==> config.mk <==
export PLATFORM = sky130hd
export DESIGN_NAME = rxf_svc
export DESIGN_NICKNAME = d
export VERILOG_FILES = /design/src/rtl/rxf_pkg.sv /design/src/rtl/rxf_cfg.sv /design/src/rtl/rxf_store.sv /design/src/rtl/rxf_flags.sv /design/src/rtl/rxf_svc.sv
export SDC_FILE = /design/constraint.sdc
export NUM_CORES = 1
export LEC_CHECK = 0
export BUFFER_PORTS_ARGS = -buffer_cell sky130_fd_sc_hd__buf_2
export CAP_MARGIN = 40
export CORE_MARGIN = 4
export CORE_UTILIZATION = 35
export DETAILED_ROUTE_END_ITERATION = 8
export PLACE_DENSITY = 0.58
export SYNTH_ARGS = -nofsm -noshare
export SYNTH_HDL_FRONTEND = slang
export SYNTH_HIERARCHICAL = 1
export SYNTH_SLANG_ARGS = --single-unit
==> constraint.sdc <==
create_clock -name clk_i -period 6.02 [get_ports clk_i]
set_input_delay 1.505 -clock clk_i [delete_from_list [all_inputs] [get_ports clk_i]]
set_output_delay 1.505 -clock clk_i [all_outputs]
set_load 0.005 [all_outputs]
==> src/rtl/rxf_pkg.sv <==
package rxf_pkg;
  parameter int unsigned CS_W   = 32;
  parameter int unsigned ID_W   = 32;
  parameter int unsigned DATA_W = 64;

  typedef struct packed {
    logic [CS_W-1:0]   cs;
    logic [ID_W-1:0]   id;
    logic [DATA_W-1:0] data;
  } rxf_frame_t;
endpackage

==> src/rtl/rxf_cfg.sv <==
module rxf_cfg import rxf_pkg::*; #(
  parameter int unsigned ID_ENTRIES = 8,
  parameter int unsigned IDX_W      = 3
) (
  input  logic                       clk_i,
  input  logic                       rst_ni,
  input  logic                       freeze_i,
  input  logic                       en_we_i,
  input  logic                       en_i,
  input  logic                       id_we_i,
  input  logic [IDX_W-1:0]           id_idx_i,
  input  logic [ID_W-1:0]            id_wdata_i,
  output logic                       en_o,
  output logic                       flush_o,
  output logic [ID_ENTRIES*ID_W-1:0] table_o
);
  logic en_q;

  // a disable request during freeze empties the queue
  assign flush_o = freeze_i & en_we_i & ~en_i;
  assign en_o    = en_q;

  always_ff @(posedge clk_i or negedge rst_ni) begin
    if (!rst_ni)                  en_q <= 1'b0;
    else if (freeze_i && en_we_i) en_q <= en_i;
  end

  for (genvar g = 0; g < ID_ENTRIES; g++) begin : g_tbl
    logic [ID_W-1:0] ent_q;
    always_ff @(posedge clk_i or negedge rst_ni) begin
      if (!rst_ni) ent_q <= '0;
      else if (freeze_i && id_we_i && (id_idx_i == IDX_W'(g))) ent_q <= id_wdata_i;
    end
    assign table_o[g*ID_W +: ID_W] = ent_q;
  end
endmodule

==> src/rtl/rxf_store.sv <==
module rxf_store import rxf_pkg::*; #(
  parameter int unsigned DEPTH = 6,
  parameter int unsigned CNT_W = 3
) (
  input  logic             clk_i,
  input  logic             rst_ni,
  input  logic             push_i,
  input  logic             pop_i,
  input  logic             flush_i,
  input  rxf_frame_t       frame_i,
  output rxf_frame_t       head_o,
  output logic [CNT_W-1:0] count_o
);
  localparam int unsigned PTR_W = (DEPTH > 1) ? $clog2(DEPTH) : 1;

  logic [PTR_W-1:0] wr_q, rd_q;
  logic [CNT_W-1:0] cnt_q;
  rxf_frame_t       slot [DEPTH];

  function automatic logic [PTR_W-1:0] nxt(input logic [PTR_W-1:0] p);
    return (p == PTR_W'(DEPTH-1)) ? '0 : p + 1'b1;
  endfunction

  for (genvar g = 0; g < DEPTH; g++) begin : g_slot
    always_ff @(posedge clk_i or negedge rst_ni) begin
      if (!rst_ni)                              slot[g] <= '0;
      else if (push_i && (wr_q == PTR_W'(g)))   slot[g] <= frame_i;
    end
  end

  always_ff @(posedge clk_i or negedge rst_ni) begin
    if (!rst_ni) begin
      wr_q  <= '0;
      rd_q  <= '0;
      cnt_q <= '0;
    end else if (flush_i) begin
      wr_q  <= '0;
      rd_q  <= '0;
      cnt_q <= '0;
    end else begin
      if (push_i) wr_q <= nxt(wr_q);
      if (pop_i)  rd_q <= nxt(rd_q);
      case ({push_i, pop_i})
        2'b10:   cnt_q <= cnt_q + 1'b1;
        2'b01:   cnt_q <= cnt_q - 1'b1;
        default: cnt_q <= cnt_q;
      endcase
    end
  end

  assign head_o  = slot[rd_q];
  assign count_o = cnt_q;
endmodule

==> src/rtl/rxf_flags.sv <==
module rxf_flags #(
  parameter int unsigned WARN_LVL = 5,
  parameter int unsigned CNT_W    = 3
) (
  input  logic             clk_i,
  input  logic             rst_ni,
  input  logic             en_i,
  input  logic             flush_i,
  input  logic [CNT_W-1:0] count_i,
  input  logic             full_i,
  input  logic             mv_valid_i,
  input  logic             clr_i,
  output logic             pop_o,
  output logic             avail_o,
  output logic             warn_o,
  output logic             ovf_o
);
  logic avail_q, ovf_q;

  // a clear counts only while the interrupt is visible
  assign pop_o = clr_i & avail_q;

  always_ff @(posedge clk_i or negedge rst_ni) begin
    if (!rst_ni) begin
      avail_q <= 1'b0;
      ovf_q   <= 1'b0;
    end else begin
      // one-cycle gap after a taken clear, then re-arm from occupancy
      avail_q <= en_i & ~flush_i & ~pop_o & (count_i != '0);
      if (flush_i)                           ovf_q <= 1'b0;
      else if (en_i && mv_valid_i && full_i) ovf_q <= 1'b1;
    end
  end

  assign avail_o = avail_q;
  assign ovf_o   = ovf_q;
  assign warn_o  = (count_i >= CNT_W'(WARN_LVL));
endmodule

==> src/rtl/rxf_svc.sv <==
module rxf_svc import rxf_pkg::*; #(
  parameter int unsigned DEPTH      = 6,
  parameter int unsigned WARN_LVL   = 5,
  parameter int unsigned ID_ENTRIES = 8,
  localparam int unsigned IDX_W     = (ID_ENTRIES > 1) ? $clog2(ID_ENTRIES) : 1,
  localparam int unsigned CNT_W     = $clog2(DEPTH + 1)
) (
  input  logic                       clk_i,
  input  logic                       rst_ni,
  input  logic                       freeze_i,
  input  logic                       cfg_en_we_i,
  input  logic                       cfg_en_i,
  input  logic                       id_we_i,
  input  logic [IDX_W-1:0]           id_idx_i,
  input  logic [ID_W-1:0]            id_wdata_i,
  output logic                       fifo_en_o,
  output logic [ID_ENTRIES*ID_W-1:0] id_table_o,
  input  logic                       mv_valid_i,
  input  logic [CS_W-1:0]            mv_cs_i,
  input  logic [ID_W-1:0]            mv_id_i,
  input  logic [DATA_W-1:0]          mv_data_i,
  output logic                       full_o,
  output logic                       warn_o,
  output logic                       ovf_o,
  output logic                       frm_avail_o,
  input  logic                       irq_clr_i,
  output logic [CS_W-1:0]            head_cs_o,
  output logic [ID_W-1:0]            head_id_o,
  output logic [DATA_W-1:0]          head_data_o
);
  logic             en, flush, push, pop;
  logic [CNT_W-1:0] count;
  rxf_frame_t       in_frame, head;

  rxf_cfg #(.ID_ENTRIES(ID_ENTRIES), .IDX_W(IDX_W)) i_cfg (
    .clk_i, .rst_ni, .freeze_i,
    .en_we_i   (cfg_en_we_i),
    .en_i      (cfg_en_i),
    .id_we_i, .id_idx_i, .id_wdata_i,
    .en_o      (en),
    .flush_o   (flush),
    .table_o   (id_table_o)
  );

  assign full_o   = (count == CNT_W'(DEPTH));
  assign push     = mv_valid_i & en & ~full_o;
  assign in_frame = '{cs: mv_cs_i, id: mv_id_i, data: mv_data_i};

  rxf_store #(.DEPTH(DEPTH), .CNT_W(CNT_W)) i_store (
    .clk_i, .rst_ni,
    .push_i  (push),
    .pop_i   (pop),
    .flush_i (flush),
    .frame_i (in_frame),
    .head_o  (head),
    .count_o (count)
  );

  rxf_flags #(.WARN_LVL(WARN_LVL), .CNT_W(CNT_W)) i_flags (
    .clk_i, .rst_ni,
    .en_i       (en),
    .flush_i    (flush),
    .count_i    (count),
    .full_i     (full_o),
    .mv_valid_i,
    .clr_i      (irq_clr_i),
    .pop_o      (pop),
    .avail_o    (frm_avail_o),
    .warn_o,
    .ovf_o
  );

  assign fifo_en_o   = en;
  assign head_cs_o   = head.cs;
  assign head_id_o   = head.id;
  assign head_data_o = head.data;
endmodule

**Word level (Yosys, flattened, before mapping)**

Cells that the tools add are included.

- Output and inout port bits: 389
- Bits in latches: 0
- Bits in read-only memories: 0
- Bits in registers: 1036
- Memories: 0
- Bits of input ports: 171
- RAM bits: 0

- Reductions and logical operators: 25
- $mul: 0
- Multiplexer cells: 13
- Bitwise operators: 13
- Shifts and indexed selects: 0
- Div/mod/pow operators: 0
- Eq/ne operators: 16
- Add/sub/neg operators: 4
- $lt $le $gt $ge: 2

Operators with widths:

| operator | count |
|---|---|
| binary-select mux 128 bit (select 3 bit) | 1 |
| 2-to-1 mux 128 bit | 2 |
| equality test 3 bit, second input constant | 8 |
| 2-to-1 mux 3 bit | 7 |
| logical AND 1 bit | 18 |
| equality test 3 x 2 -> 1 bit, second input constant | 4 |
| adder 3 x 1 -> 3 bit, second input constant | 3 |
| AND 1 bit | 8 |
| equality test 3 x 1 -> 1 bit, second input constant | 2 |
| logical NOT 3 bit | 2 |
| case mux 3 bit (2 select lines) | 1 |
| nonzero test 2 bit | 3 |
| nonzero test 3 bit | 2 |
| >= comparator 4 bit, second input constant | 1 |
| inverter 1 bit | 4 |
| inverter 3 -> 4 bit | 1 |
| >= comparator 3 bit, second input constant | 1 |
| subtractor 3 x 1 -> 3 bit, second input constant | 1 |
| equality test 2 x 1 -> 1 bit, second input constant | 1 |
| equality test 2 bit, second input constant | 1 |
| 2-to-1 mux 1 bit | 2 |

**Depth between registers and ports, before layout**

- Depth after elaboration: 6
- Depth in mapped cells: 8
- Mapped depth without buffers: 7

**Cells and area by module**

The synthesis kept the hierarchy.

By module, submodules not included:

| module | times used | area each (µm²) | seq. area each (µm²) | cells each |
|---|---|---|---|---|
| rxf_store | 1 | 34848.4 | 19443.6 | 2398 |
| rxf_cfg | 1 | 10023.4 | 6431.2 | 555 |
| rxf_flags | 1 | 96.3 | 50.0 | 8 |
| rxf_svc | 1 | 17.5 | 0.0 | 3 |

**Worst setup path before layout**

Ideal clock, no wire load.

- Path type: reg-to-output
- Start: reg i_store.rd_q[0]
- End: out head_cs_o[30]
- Path slack: 3.189 ns
- Arrival time: 1.326 ns
- Stages on the path, launching flop included: 7
- Cell sequence: dfrtp_1 buf_2 buf_2 buf_2 mux2_2 nand2_1 o221ai_1

- Word-level cells in the longest chain between the ends: 4

Ends and longest elaborated chain:

| item | RTL line | source |
|---|---|---|
| start: declaration | rxf_store.sv:16 | `logic [PTR_W-1:0] wr_q, rd_q;` |
| start signal: assignment | rxf_store.sv:42 | `if (pop_i) rd_q <= nxt(rd_q);` |
| inverter 3 -> 4 bit (implied by the code) | rxf_store.sv:51 | `assign head_o = slot[rd_q];` |
| binary-select mux 128 bit (select 3 bit) | rxf_store.sv:51 |  |
| 2-to-1 mux 128 bit (implied by the code) (2 in a row) | rxf_store.sv:51 |  |
| end: declaration | rxf_svc.sv:27 | `output logic [CS_W-1:0] head_cs_o,` |

Every way passes these cells. The select of a mux whose other input is x is not followed.

**Worst setup path after layout**

- Start: reg i_store.rd_q[0]
- End: out head_data_o[63]

- Word-level cells in the longest chain between the ends: 4

Ends and longest elaborated chain:

| item | RTL line | source |
|---|---|---|
| inverter 3 -> 4 bit (implied by the code) | rxf_store.sv:51 |  |
| binary-select mux 128 bit (select 3 bit) | rxf_store.sv:51 |  |
| 2-to-1 mux 128 bit (implied by the code) (2 in a row) | rxf_store.sv:51 |  |
| end: declaration | rxf_svc.sv:29 | `output logic [DATA_W-1:0] head_data_o` |

Every way passes these cells. The select of a mux whose other input is x is not followed.

==> out/metrics.yaml <==
synthesis:
  yosys.area_share.simple: 0.0189
  synth_cells: 2964
  synth_top_family_by_area: "multiplexers"
  synth_xor_xnor_area_share: 0.000779
  muxShareOfSynthArea: 0.351
  synth-edff-count: 0
  post_synth.cell_area_avg_sq_um: 15.2
  syn_nets: 3137
  synth_compound_gate_area_share: 0.0259
  netlist_area_sq_um: 45000
  yosys_warnings: 6
  synth-seq-cells: 1036
  adder_and_majority_gate_portion_of_the_synthesized_area: 0.000723
  ys_seq_area_frac: 0.576
  synthArstFlopShare: 1.00
  synth_cell_type_count: 42
  synth_flop_cell: "sky130_fd_sc_hd__dfrtp_1"
job:
  maxCapViolations: 0
detailed_routing:
  drcViolationCount: 0
  detailedRoute.firstPassIterationCount: 5
  post_drt_wl_per_cell_um: 22.8
  vias_per_cell: 5.08
  drt-total-wl_um: 120000
  postRouteAntennaNets: 0
  via_count: 26800
  initialDrtViolationCount: 1319
placement:
  dp.final_hpwl_um: 75900
  numPortBuffers: 559
  post_dp_cell_area_sq_um: 49600
  gpl.final_weighted_congestion: 0.793
  place.detailed.instances: 5051
power_and_ir_drop:
  powerDensity_nw_per_um2: 533
  vdd_ir_drop_max_v: 0.000308
  leakagePower_uw: 0.0247
floorplan:
  core_ar_sq_um: 128000
  placementRows: 131
  start_util: 0.352
  die_width_um: 367
  floorplan.io_pins: 560
  die_height_um: 367
  design.die.area_sq_um: 134000
critical_path:
  critical_path.max_fanout: 38
  timing_worst_setup_path_type: "register to output pin"
  worst_setup_path_start_kind: "register"
  cp.arrival_ns: 3.10
  timing.critical_path.required_ns: 4.51
  critPathCaptureType: "output pin"
cts:
  post_cts_hold_buffer_count: 0
  clk_pin_slew_ns: 0.06
  numClockSinks: 1036
  tritoncts: "yes"
  cts_setup_buffers: 0
  cts-root-buf: "sky130_fd_sc_hd__clkbuf_16"
  worstSkewPairLatency_ns: 0.73
  cts_made_buffers: 113
  clock_path_buffers: 3
  h_tree_level_count: 3
  ctsResizeCount: 0
sta:
  finalSetupTns_ns: 0
  final_min_period_ns: 4.60
  finalHoldViolations: 0
  timing.final.max_slew_violations: 0
  fin_worst_skew_ns: 0.0494
  rsz0062_at_grt: "no"
  fin_crit_sh: 0.765
  fmax_mhz: 217
  max_slew.worst_pin.slew_ns: 0.883
  report.final.setup_viol: 0
  max-slew-margin-rel: 0.411
finish:
  final_cell_count_no_fill: 5272
  nets: 3677
  multiInputGateArea_sq_um: 17900
  design_area_sq_um: 53500
  area_growth_syn_to_layout_pct: 18.9
  drive_gt1_frac: 0.550
  num-fill-cells: 11900
  layout.area.seq_sq_um: 25900
global_routing:
  grt.overflow.total: 0
  grt_max_degree: 125
  grt_first_pass_wirelength_um: 185000
  grt_use_total: 0.177
  number_of_antenna_violations_at_the_first_check_in_global_routing: 25
  vias_in_the_first_global_route: 28100
run_status:
  run_status: "finished clean"
hold_path:
  hold_class: "register to register"
[synthesized netlist by cell type (2+ instances only)]
cell	count	area (sq um)
sky130_fd_sc_hd__mux2_1	8	90.1
sky130_fd_sc_hd__nor3_4	2	32.5
sky130_fd_sc_hd__and4bb_2	2	25.0
sky130_fd_sc_hd__nand2_1	138	518
sky130_fd_sc_hd__nand2b_1	4	25.0
sky130_fd_sc_hd__o221ai_1	128	1120
sky130_fd_sc_hd__buf_12	3	60.1
sky130_fd_sc_hd__a21oi_1	2	10.0
sky130_fd_sc_hd__buf_6	22	248
sky130_fd_sc_hd__mux2_2	1085	12200
sky130_fd_sc_hd__dfrtp_1	1036	25900
sky130_fd_sc_hd__buf_2	96	480
sky130_fd_sc_hd__buf_4	28	210
sky130_fd_sc_hd__nor3_1	3	15.0
sky130_fd_sc_hd__nor2_4	4	45.0
sky130_fd_sc_hd__mux2i_1	258	2580
sky130_fd_sc_hd__xnor2_1	3	26.3
sky130_fd_sc_hd__nor4b_2	2	30.0
sky130_fd_sc_hd__buf_1	12	45.0
sky130_fd_sc_hd__nor3b_1	2	15.0
sky130_fd_sc_hd__mux2_4	60	901
sky130_fd_sc_hd__clkbuf_1	36	135
sky130_fd_sc_hd__nor2_1	11	41.3
[flip-flops by register name (all words and copies together), names as in the netlist]
| name | count |
|---|---|
| i_cfg/g_tbl.ent_q | 256 |
| i_store/wr_q | 3 |
| i_flags/avail_o | 1 |
| i_store/slot | 768 |
| i_store/count_o | 3 |
| i_cfg/en_o | 1 |
| i_store/rd_q | 3 |
| i_flags/ovf_o | 1 |
[cell families (layout without fill, tap and decap cells)]
group	Yosys count	after routing
other	0	14
flip-flops	1036	1036
AO/OA/AOI/OAI	135	135
adder cells (fa/ha/maj)	2	2
multiplexers	1411	1411
buffers and inverters	198	830
XOR/XNOR	4	4
AND/OR/NAND/NOR	178	178
[layer usage]
layer	wire [um]	vias to the layer above	GRT usage	part of all wire
li1	-	11900	-	-
met1	53700	14100	0.234	0.45
met2	57100	529	0.288	0.47
met3	5720	202	0.0409	0.047
met4	3660	18	0.0562	0.030
met5	128	-	0	0.0011
[stage by stage]
| stage | setup slack [ns] | hold slack [ns] | utilization | total power [uW] |
|---|---|---|---|---|
| after floorplan | 3.19 | 0.475 | - | 17700 |
| after global placement | 2.09 | 0.465 | 0.388 | 21400 |
| after detailed placement | 2.06 | 0.469 | 0.388 | 21700 |
| after CTS | 1.35 | 0.483 | 0.419 | 29000 |
| after global routing | 1.27 | 0.500 | 0.419 | 30300 |
| final | 1.42 | 0.478 | 0.419 | 28500 |
[placed cells by master, fill, tap and decap left out, types with 3 or more instances in the layout]
| cell type | Yosys | layout |
|---|---|---|
| sky130_fd_sc_hd__mux2_4 | 60 | 60 |
| sky130_fd_sc_hd__clkinv_2 | 0 | 25 |
| sky130_fd_sc_hd__clkbuf_8 | 0 | 30 |
| sky130_fd_sc_hd__clkbuf_1 | 36 | 19 |
| sky130_fd_sc_hd__dfrtp_1 | 1036 | 1035 |
| sky130_fd_sc_hd__o221ai_1 | 128 | 128 |
| sky130_fd_sc_hd__buf_12 | 3 | 24 |
| sky130_fd_sc_hd__mux2i_1 | 258 | 258 |
| sky130_fd_sc_hd__buf_2 | 96 | 558 |
| sky130_fd_sc_hd__mux2_2 | 1085 | 1085 |
| sky130_fd_sc_hd__nor2_1 | 11 | 10 |
| sky130_fd_sc_hd__nand2_1 | 138 | 137 |
| sky130_fd_sc_hd__buf_4 | 28 | 37 |
| sky130_fd_sc_hd__diode_2 | 0 | 14 |
| sky130_fd_sc_hd__mux2_1 | 8 | 8 |
| sky130_fd_sc_hd__bufinv_16 | 0 | 9 |
| sky130_fd_sc_hd__clkinv_16 | 0 | 4 |
| sky130_fd_sc_hd__nor2_4 | 4 | 5 |
| sky130_fd_sc_hd__clkbuf_16 | 0 | 113 |
| sky130_fd_sc_hd__xnor2_1 | 3 | 3 |
[layout make-up]
type / count / share of cell area
Antenna cell: 14 / 0.000655
Clock buffer: 162 / 0.0619
Clock inverter: 45 / 0.0111
Inverter: 1 / 0.0000702
Multi-Input combinational cell: 1730 / 0.335
Sequential cell: 1036 / 0.485
Tap cell: 1662 / 0.0389
Timing Repair Buffer: 622 / 0.0675
[critical path, cell delays in order (launching register included)]
cell and delay, ns:
sky130_fd_sc_hd__dfrtp_4 0.93, sky130_fd_sc_hd__buf_4 0.54, sky130_fd_sc_hd__mux2_2 0.39, sky130_fd_sc_hd__nand2_1 0.06, sky130_fd_sc_hd__o221ai_1 0.19, sky130_fd_sc_hd__buf_2 0.20
[final timing paths]
kind	from	to	slack, ns	depth (start not counted)
max	i_store/rd_q[0]$_DFFE_PN0P_	head_data_o[63]	1.42	5
max reg2reg	i_store/count_o[1]$_DFFE_PN0P_	i_store/slot[586]$_DFFE_PN0P_	3.10	5
min in group asynchronous	rst_ni	i_cfg/g_tbl[6].ent_q[8]$_DFFE_PN0P_	0.83	1
max in group asynchronous	rst_ni	i_store/slot[20]$_DFFE_PN0P_	3.87	2
min reg2reg	i_cfg/g_tbl[1].ent_q[5]$_DFFE_PN0P_	i_cfg/g_tbl[1].ent_q[5]$_DFFE_PN0P_	0.48	1
min	i_cfg/g_tbl[1].ent_q[5]$_DFFE_PN0P_	i_cfg/g_tbl[1].ent_q[5]$_DFFE_PN0P_	0.48	1
[report_power, final]
| part | switching [uW] | total [uW] | internal (uW) | leakage, uW |
|---|---|---|---|---|
| Combinational | 4560 | 9880 | 5320 | 0.00988 |
| Sequential | 1500 | 11500 | 9980 | 0.0129 |
| Clock | 2940 | 7170 | 4220 | 0.00194 |
(Power assumes the default switching activity.)
